File: src/rtl/sh_pkg.sv
package sh_pkg;
    typedef enum logic [1:0] {
        SEL_X100  = 2'b00,
        SEL_X1    = 2'b01,
        SEL_X10   = 2'b10,
        SEL_TRACK = 2'b11
    } dly_sel_e;

    typedef enum logic [1:0] {
        OS_IDLE    = 2'd0,
        OS_STRETCH = 2'd1,
        OS_LOCKOUT = 2'd2
    } os_state_e;

    typedef enum logic [1:0] {
        HS_IDLE  = 2'd0,
        HS_ARMED = 2'd1,
        HS_HOLD  = 2'd2
    } hs_state_e;
endpackage

File: src/rtl/sh_sync_edge.sv
module sh_sync_edge #(
    parameter int STAGES = 2
) (
    input  logic clk,
    input  logic rst_n,
    input  logic async_in,
    output logic rise
);
    logic [STAGES-1:0] sync_q;
    logic              prev_q;

    always_ff @(posedge clk) begin
        if (!rst_n) begin
            sync_q <= '0;
            prev_q <= 1'b0;
        end else begin
            sync_q <= {sync_q[STAGES-2:0], async_in};
            prev_q <= sync_q[STAGES-1];
        end
    end

    assign rise = sync_q[STAGES-1] & ~prev_q;
endmodule

File: src/rtl/sh_trig_oneshot.sv
module sh_trig_oneshot
    import sh_pkg::*;
#(
    parameter int STRETCH_CYC = 400,
    parameter int LOCK_CYC    = 1300
) (
    input  logic clk,
    input  logic rst_n,
    input  logic trig_rise,
    input  logic trig_en_n,
    input  logic inhibit_n,
    output logic ext_hold
);
    localparam int            TW          = $clog2(LOCK_CYC + 1);
    localparam logic [TW-1:0] STRETCH_END = TW'(STRETCH_CYC - 1);
    localparam logic [TW-1:0] LOCK_END    = TW'(LOCK_CYC - 1);
    localparam logic [TW-1:0] LOCK_SAT    = TW'(LOCK_CYC);

    os_state_e     state_q, state_d;
    logic [TW-1:0] tmr_q;
    logic          accept;

    assign accept = trig_rise & ~trig_en_n & inhibit_n;

    always_ff @(posedge clk) begin
        if (!rst_n) begin
            state_q <= OS_IDLE;
            tmr_q   <= '0;
        end else begin
            state_q <= state_d;
            if (state_q == OS_IDLE) tmr_q <= '0;
            else                    tmr_q <= tmr_q + 1'b1;
        end
    end

    always_comb begin
        state_d = state_q;
        unique case (state_q)
            OS_IDLE:    if (accept) state_d = OS_STRETCH;
            OS_STRETCH: if (!inhibit_n || tmr_q == STRETCH_END) state_d = OS_LOCKOUT;
            OS_LOCKOUT: if (tmr_q == LOCK_END) state_d = OS_IDLE;
            default:    state_d = OS_IDLE;
        endcase
    end

    always_comb begin
        ext_hold = (state_q == OS_STRETCH);
    end

    // Checker state: pulse width and spacing between accepted triggers
    logic          ext_q;
    logic [TW-1:0] gap_q;
    logic [TW-1:0] hi_q;

    always_ff @(posedge clk) begin
        if (!rst_n) begin
            ext_q <= 1'b0;
            gap_q <= LOCK_SAT;
            hi_q  <= '0;
        end else begin
            ext_q <= ext_hold;
            if (ext_hold && !ext_q)  gap_q <= '0;
            else if (gap_q != LOCK_SAT) gap_q <= gap_q + 1'b1;
            hi_q <= ext_hold ? hi_q + 1'b1 : '0;
        end
    end

    a_r1_width_limit: assert property (@(posedge clk) disable iff (!rst_n)
        ext_hold |-> (hi_q < TW'(STRETCH_CYC)));
    a_r2_inhibit_cuts: assert property (@(posedge clk) disable iff (!rst_n)
        (ext_hold && !inhibit_n) |=> !ext_hold);
    a_r3_qualified: assert property (@(posedge clk) disable iff (!rst_n)
        $rose(ext_hold) |-> $past(!trig_en_n && inhibit_n));
    a_r9_lockout: assert property (@(posedge clk) disable iff (!rst_n)
        (ext_hold && !ext_q) |-> (gap_q == LOCK_SAT));
endmodule

File: src/rtl/sh_gate_counter.sv
module sh_gate_counter #(
    parameter int CNT_W    = 14,
    parameter int TICK_DIV = 10
) (
    input  logic             clk,
    input  logic             rst_n,
    input  logic             gate_open,
    output logic [CNT_W-1:0] cnt
);
    logic tick;

    generate
        if (TICK_DIV <= 1) begin : g_direct
            assign tick = gate_open;
        end else begin : g_prescale
            localparam int            PW      = $clog2(TICK_DIV);
            localparam logic [PW-1:0] PRE_END = PW'(TICK_DIV - 1);
            logic [PW-1:0] pre_q;
            always_ff @(posedge clk) begin
                if (!rst_n || !gate_open) pre_q <= '0;
                else if (pre_q == PRE_END) pre_q <= '0;
                else                        pre_q <= pre_q + 1'b1;
            end
            assign tick = gate_open && (pre_q == PRE_END);
        end
    endgenerate

    always_ff @(posedge clk) begin
        if (!rst_n)         cnt <= '0;
        else if (!gate_open) cnt <= '0;
        else if (tick)       cnt <= cnt + 1'b1;
    end

    a_r4_clear_closed: assert property (@(posedge clk) disable iff (!rst_n)
        !gate_open |=> (cnt == '0));
    a_r5_step_on_tick: assert property (@(posedge clk) disable iff (!rst_n)
        (gate_open && tick) |=> (cnt == $past(cnt) + 1'b1));
    a_r5_hold_between: assert property (@(posedge clk) disable iff (!rst_n)
        (gate_open && !tick) |=> $stable(cnt));
endmodule

File: src/rtl/sh_hold_select.sv
module sh_hold_select
    import sh_pkg::*;
(
    input  logic       clk,
    input  logic       rst_n,
    input  logic       gate_open,
    input  logic       ext_hold,
    input  logic [2:0] taps,
    input  logic [1:0] dly_sel,
    output logic       hold
);
    hs_state_e state_q, state_d;
    logic      src;

    always_comb begin
        src = 1'b0;
        unique case (dly_sel_e'(dly_sel))
            SEL_TRACK: src = ext_hold;
            SEL_X100:  src = taps[2];
            SEL_X10:   src = taps[1];
            SEL_X1:    src = taps[0];
        endcase
    end

    always_ff @(posedge clk) begin
        if (!rst_n) state_q <= HS_IDLE;
        else        state_q <= state_d;
    end

    always_comb begin
        state_d = state_q;
        unique case (state_q)
            HS_IDLE:  if (gate_open) state_d = src ? HS_HOLD : HS_ARMED;
            HS_ARMED: if (!gate_open) state_d = HS_IDLE;
                      else if (src)   state_d = HS_HOLD;
            HS_HOLD:  if (!gate_open) state_d = HS_IDLE;
            default:  state_d = HS_IDLE;
        endcase
    end

    always_comb begin
        hold = (state_q == HS_HOLD);
    end

    a_r6_track_follows: assert property (@(posedge clk) disable iff (!rst_n)
        (gate_open && ext_hold && dly_sel == 2'b11) |=> hold);
    a_r7_tap_hold: assert property (@(posedge clk) disable iff (!rst_n)
        (gate_open && dly_sel != 2'b11 && src) |=> hold);
    a_r8_release: assert property (@(posedge clk) disable iff (!rst_n)
        (hold && !gate_open) |=> !hold);
    a_r8_needs_gate: assert property (@(posedge clk) disable iff (!rst_n)
        hold |-> $past(gate_open));
endmodule

File: src/rtl/sh_hold_delay.sv
module sh_hold_delay #(
    parameter int CNT_W       = 14,
    parameter int TICK_DIV    = 10,
    parameter int STRETCH_CYC = 400,
    parameter int LOCK_CYC    = 1300,
    parameter int TAP_SLOW    = 11,
    parameter int TAP_MID     = 9,
    parameter int TAP_FAST    = 7
) (
    input  logic             clk,
    input  logic             rst_n,
    input  logic             trig_in,
    input  logic             trig_en_n,
    input  logic             inhibit_n,
    input  logic             int_hold,
    input  logic [1:0]       dly_sel,
    output logic             ext_hold_o,
    output logic [CNT_W-1:0] cnt_o,
    output logic             hold_o
);
    logic       trig_rise;
    logic       ext_hold;
    logic       gate_open;
    logic [2:0] taps;

    sh_sync_edge #(.STAGES(2)) u_sync (
        .clk(clk), .rst_n(rst_n), .async_in(trig_in), .rise(trig_rise)
    );

    sh_trig_oneshot #(.STRETCH_CYC(STRETCH_CYC), .LOCK_CYC(LOCK_CYC)) u_oneshot (
        .clk(clk), .rst_n(rst_n), .trig_rise(trig_rise),
        .trig_en_n(trig_en_n), .inhibit_n(inhibit_n), .ext_hold(ext_hold)
    );

    assign gate_open = ext_hold | int_hold;

    sh_gate_counter #(.CNT_W(CNT_W), .TICK_DIV(TICK_DIV)) u_counter (
        .clk(clk), .rst_n(rst_n), .gate_open(gate_open), .cnt(cnt_o)
    );

    assign taps = {cnt_o[TAP_SLOW], cnt_o[TAP_MID], cnt_o[TAP_FAST]};

    sh_hold_select u_hold (
        .clk(clk), .rst_n(rst_n), .gate_open(gate_open), .ext_hold(ext_hold),
        .taps(taps), .dly_sel(dly_sel), .hold(hold_o)
    );

    assign ext_hold_o = ext_hold;
endmodule

File: config.mk
export PLATFORM = sky130hd
export DESIGN_NAME = sh_hold_delay
export DESIGN_NICKNAME = d
export VERILOG_FILES = /design/src/rtl/sh_pkg.sv /design/src/rtl/sh_sync_edge.sv /design/src/rtl/sh_trig_oneshot.sv /design/src/rtl/sh_gate_counter.sv /design/src/rtl/sh_hold_select.sv /design/src/rtl/sh_hold_delay.sv
export SDC_FILE = /design/constraint.sdc
export NUM_CORES = 1
export LEC_CHECK = 0
export BUFFER_PORTS_ARGS = -buffer_cell sky130_fd_sc_hd__buf_2
export CAP_MARGIN = 20
export CELL_PAD_IN_SITES_DETAIL_PLACEMENT = 1
export CELL_PAD_IN_SITES_GLOBAL_PLACEMENT = 1
export CORE_MARGIN = 1
export CORE_UTILIZATION = 38
export CTS_CLUSTER_SIZE = 16
export DETAILED_ROUTE_END_ITERATION = 12
export PLACE_DENSITY = 0.8
export SYNTH_ARGS = -nofsm -noshare
export SYNTH_HDL_FRONTEND = slang
export SYNTH_SLANG_ARGS = --single-unit
File: constraint.sdc
create_clock -name clk -period 1.75 [get_ports clk]
set_input_delay 0.175 -clock clk [delete_from_list [all_inputs] [get_ports clk]]
set_output_delay 0.175 -clock clk [all_outputs]
set_load 0.01 [all_outputs]
==> Word level (Yosys, flattened, before mapping) <==
Index checks and enable logic that the tools add are counted.
{ "word_totals": {"reg_bits": 36, "output_inout_bits": 16, "wordCells": 58} }
{ "classes": {"addsub": 3, "eq_ne": 16, "mux": 11, "bitwise_logic": 7, "n_reduce_logical": 14} }
{ "op_table": {"columns": ["cell", "count"], "rows": [
  ["two-way mux 2 bit", 8],
  ["adder 14 x 1 -> 14 bit (second input constant)", 1],
  ["one-hot mux 2 bit (3 select lines)", 2],
  ["adder 11 x 1 -> 11 bit (second input constant)", 1],
  ["== test 11 bit (second input constant)", 1],
  ["== test 11 x 9 -> 1 bit (second input constant)", 1],
  ["== test 2 bit (second input constant)", 4],
  ["== test 2 x 1 -> 1 bit (second input constant)", 3],
  ["logical NOT 2 bit", 3],
  ["!= test 2 x 1 -> 1 bit (second input constant)", 3],
  ["AND reduction 3 bit", 2],
  ["adder 4 x 1 -> 4 bit (second input constant)", 1],
  ["== test 4 bit (second input constant)", 1],
  ["!= test 2 bit (second input constant)", 2],
  ["one-hot mux 1 bit (4 select lines)", 1],
  ["OR reduction 2 bit", 2],
  ["AND 1 bit", 3],
  ["logical NOT 1 bit", 3],
  ["!= test 3 x 2 -> 1 bit (second input constant)", 1],
  ["NOT 1 bit", 3],
  ["logical OR 1 bit", 2],
  ["AND reduction 2 bit", 1],
  ["logical AND 1 bit", 1],
  ["bitwise OR 1 bit", 1]
]} }

==> Longest topological paths before layout <==
{ "depth": {"ltp_word": 6, "ltp_mapped": 8, "mapped_depth_nobuf": 6} }

==> By module <==
A second synthesis with hierarchy kept.
{ "hier_totals": {"cells_unflattened": 178, "area_unflattened_um2": 1680.4} }
{ "modules_own_cells": {"columns": ["module", "n_inst", "cells_each", "area_each_um2", "seq_area_each_um2"], "rows": [
  ["sh_gate_counter", 1, 95, 887.1, 360.3],
  ["sh_trig_oneshot", 1, 67, 599.3, 260.2],
  ["sh_hold_select", 1, 8, 95.1, 40.0],
  ["sh_sync_edge", 1, 7, 92.6, 60.1],
  ["sh_hold_delay", 1, 1, 6.3, 0.0]
]} }

==> Worst setup path after synthesis <==
OpenSTA, ideal clock, no wires.
{ "synth_timing": {"path_type": "reg-to-reg", "startpoint": "register u_counter.g_prescale.pre_q[0]", "endpoint": "register u_counter.cnt[11]", "arrival_ns": 1.654, "required_time_ns": 1.683, "slack_ns": 0.028, "path_stages_with_launch": 8, "n_path_buf": 2, "path_cell_list": "dfxtp_1 > ha_1 > and3b_1 > buf_4 > o2111ai_2 > buf_6 > or4_4 > a21oi_2"} }
{ "synth_between": {"elab_chain_cells": 2} }
{ "synth_lines": {"columns": ["item", "line", "source"], "rows": [
  ["start, declared", "sh_gate_counter.sv:18", "logic [PW-1:0] pre_q;"],
  ["start signal, assigned", "sh_gate_counter.sv:22", "else pre_q <= pre_q + 1'b1;"],
  ["== test 4 bit", "sh_gate_counter.sv:24", "assign tick = gate_open && (pre_q == PRE_END);"],
  ["logical AND 1 bit", "sh_gate_counter.sv:24", null],
  ["end signal, assigned", "sh_gate_counter.sv:31", "else if (tick) cnt <= cnt + 1'b1;"],
  ["end, declared", "sh_gate_counter.sv:8", "output logic [CNT_W-1:0] cnt"]
]} }
No other way between the ends.
A chain may end at the register's enable or synchronous reset.

==> Worst setup path in the final report <==
{ "layout_timing": {"startpoint": "register u_counter.g_prescale.pre_q[1]", "endpoint": "register u_counter.cnt[10]"} }
Same word-level chain as after synthesis.

==> impl_metrics.json <==
{
  "cts.sinks": 36,
  "p_leak_nw": 0.752,
  "worstReg2RegEnd": "u_counter.cnt[10]$_SDFFE_PP0P_",
  "ys_seq_area_frac": 0.456,
  "drt_wl_total_mm": 4.11,
  "tightest_slew_ps": 496,
  "dieWidth_um": 66.5,
  "avgSynthCellArea_sq_um": 9.30,
  "hp-class": "in -> reg",
  "p_sw_frac": 0.226,
  "n_antenna_cell": 0,
  "ctsHoldBuffers": 0,
  "drive_gt1_frac": 0.299,
  "r2r-start": "u_counter.g_prescale.pre_q[1]$_SDFF_PP0_",
  "synth_top_area_frac": 0.456,
  "synth_fp_nets": 183,
  "arrival_ps": 1970,
  "rsz0062_at_grt": "true",
  "synth_ff_type": "dfxtp_1",
  "drt-initial-drc-count": 48,
  "synthArstFlopShare": 0,
  "numPortBuffers": 23,
  "setup_viol": 0,
  "grt_pass1_vias": 1452,
  "synth.most_common_cell": "dfxtp_1",
  "timing.final.crit_period_ps": 1740,
  "finClkSkew_ps": 7.35,
  "dr.pass1.iters": 4,
  "rr_worst_depth": 6,
  "finalHoldViolCount": 0,
  "layout.cells.non_filler": 264,
  "required_ps": 1980,
  "via_per_inst": 5.42,
  "yosys_warnings": 0,
  "power.share.sequential": 0.550,
  "cts_made_buffers": 5,
  "maxSlewViolCount": 0,
  "netSwitchingPower_mw": 0.341,
  "synth_top_area_cell": "dfxtp_1",
  "ir_worst_vdd_uv": 567,
  "fin_setup_tns_ps": 0,
  "cts_root_buffer": "clkbuf_8",
  "grt_pass1_wl_mm": 6.53,
  "final.period_utilization": 0.996,
  "num_rows": 23,
  "synthTopCellsByCount": "dfxtp_1, nor2_1, a21oi_1, o21ai_0, xnor2_1",
  "finalWorstSetupSlack_ps": 6.58,
  "finalPower_mw": 1.51,
  "max_freq_ghz": 0.574,
  "r2r_slack_ps": 7,
  "slew_headroom": 0.668,
  "dp_hpwl_mm": 2.84,
  "syn-instance-count": 170,
  "core_area_sq_mm": 0.00400,
  "synth_edf_count": 0,
  "gr-total-overflow": 0,
  "io-pin-count": 24,
  "fin_nets": 226,
  "place_congestion": 0.745,
  "grtUsageTotal": 0.201,
  "initial_utilization": 0.395,
  "antenna_found_initial": 0,
  "comb_power_share": 0.034,
  "synth.ff_latch_count": 36,
  "cap_violations": 0,
  "yosys-top-cells-area": "dfxtp_1, nor2_1, xnor2_1",
  "finalInstanceArea_sq_mm": 0.00201,
  "syn2layout_area_growth_pct": 26.9,
  "status": "complete, no violations",
  "holdPathStages": 2,
  "place_area_sq_mm": 0.00179,
  "cts_buffer_depth": 2,
  "critPathCaptureType": "flop",
  "dieArea_sq_mm": 0.00442,
  "clkPwrFrac": 0.416,
  "synth_area_sq_mm": 0.00158,
  "critPathKind": "reg -> reg",
  "vias": 1432,
  "intPower_mw": 1.17,
  "grt_max_degree": 12,
  "post-place-ws_ps": -105,
  "cp-start-kind": "flop",
  "worstSkewPairLatency_ps": 290,
  "post-place-cells": 246,
  "route.detailed.drc": 0,
  "ys_types": 39,
  "wl_per_cell_um": 15.6,
  "tritoncts": "done",
  "min_from": "trig_in",
  "hold_path_end": "u_sync.sync_q[0]$_SDFF_PN0_",
  "path_max_fanout": 6,
  "clk_pin_slew_ps": 80,
  "p_per_area_mw_per_mm2": 754,
  "ant_nets": 0,
  "htreeDepth": 2,
  "die_y_um": 66.5
}
worst max-delay path by stage:
stage | slack (ps) | startpoint | to
after floorplan | 30 | u_counter.g_prescale.pre_q[0]$_SDFF_PP0_ | u_counter.cnt[11]$_SDFFE_PP0P_
after global placement | 50 | u_counter.g_prescale.pre_q[1]$_SDFF_PP0_ | u_counter.cnt[13]$_SDFFE_PP0P_
after detailed placement | -100 | u_counter.g_prescale.pre_q[1]$_SDFF_PP0_ | u_counter.cnt[13]$_SDFFE_PP0P_
after CTS | 9 | u_counter.g_prescale.pre_q[1]$_SDFF_PP0_ | u_counter.cnt[8]$_SDFFE_PP0P_
after global routing | -60 | u_counter.g_prescale.pre_q[1]$_SDFF_PP0_ | u_counter.cnt[10]$_SDFFE_PP0P_
final | 7 | u_counter.g_prescale.pre_q[1]$_SDFF_PP0_ | u_counter.cnt[10]$_SDFFE_PP0P_
registers in the layout (all words and copies together), names as in the netlist:
name,count
u_counter.cnt,14
u_counter.g_prescale.pre_q,4
u_hold.state_q,2
u_oneshot.state_q,2
u_oneshot.tmr_q,11
u_sync.prev_q,1
u_sync.sync_q,2
metal layers:
metal / part of all wire / vias up / track usage
met2: 0.55 / 25 / 0.371
met1: 0.41 / 711 / 0.215
met5: 0 / - / 0
li1: - / 691 / -
met4: 0.012 / 0 / 0.0691
met3: 0.028 / 5 / 0.0599
cell families (layout without fill, tap and decap cells):
| group | after synthesis | in the layout | share of synthesized area |
|---|---|---|---|
| multiplexers | 2 | 2 | 0.0206 |
| AND/OR/NAND/NOR | 70 | 70 | 0.243 |
| buffers and inverters | 11 | 55 | 0.0356 |
| XOR/XNOR | 13 | 13 | 0.0721 |
| flip-flops | 36 | 36 | 0.456 |
| adder cells (fa/ha/maj) | 5 | 5 | 0.0396 |
| AO/OA/AOI/OAI | 33 | 33 | 0.133 |
critical path, cell delays in order, from the launching register on:
cell      delay [ps]
dfxtp_2          320
inv_2             60
ha_4             120
and4b_1          210
o211ai_1         230
or4_1            590
a21oi_1          140
cell usage in the layout (no fill, tap or decap), drive strengths merged:
master,synthesis,final
a211oi,1,1
a21oi,11,11
and2,4,4
and3,1,1
and3b,1,1
and4,1,1
and4b,2,2
buf,3,42
clkbuf,3,8
dfxtp,36,36
ha,5,5
inv,5,5
mux2i,1,1
mux4,1,1
nand2,7,7
nand2b,1,1
nand3,7,7
nand4,6,6
nand4b,1,1
nor2,22,22
nor2b,1,1
nor3,3,3
nor4b,1,1
o2111ai,2,2
o211a,1,1
o211ai,1,1
o21a,2,2
o21ai,10,10
o31ai,5,5
or3,7,7
or4,4,4
or4bb,1,1
xnor2,8,8
xor2,5,5
metrics by stage:
stage                      util  hold slack (ps)
after global placement    0.447              384
after CTS                 0.482              104
after detailed placement  0.447              408
final                     0.501              108
after global routing      0.501              112
after floorplan               -              302
power by group through the flow:
| stage | logic, mW | clock network (mW) | registers [mW] |
|---|---|---|---|
| 3_5_place_dp | 0.0433 | 0 | 0.850 |
| 2_1_floorplan | 0.0217 | 0 | 0.849 |
| 6_report | 0.0509 | 0.629 | 0.832 |
| 4_1_cts | 0.0447 | 0.633 | 0.831 |
| 3_3_place_gp | 0.0402 | 0 | 0.849 |
| 5_1_grt | 0.0557 | 0.673 | 0.832 |
final cells by class:
type / instances / area, sq um
fillers: 485 / 1990
multi-input cells: 123 / 851
flip-flops and latches: 36 / 726
repair buffers: 42 / 258
clock buffers: 8 / 90.1
well taps: 50 / 62.6
inverters: 5 / 18.8
timing repair:
item                                   4_1_cts  5_1_grt
gates cloned                                 0        0
pin swaps                                    2        3
setup endpoints to repair                    4       13
gates resized for setup                      2       12
setup buffers                                5        5
endpoints found under the hold margin        0        0
(Power assumes the default switching activity.)
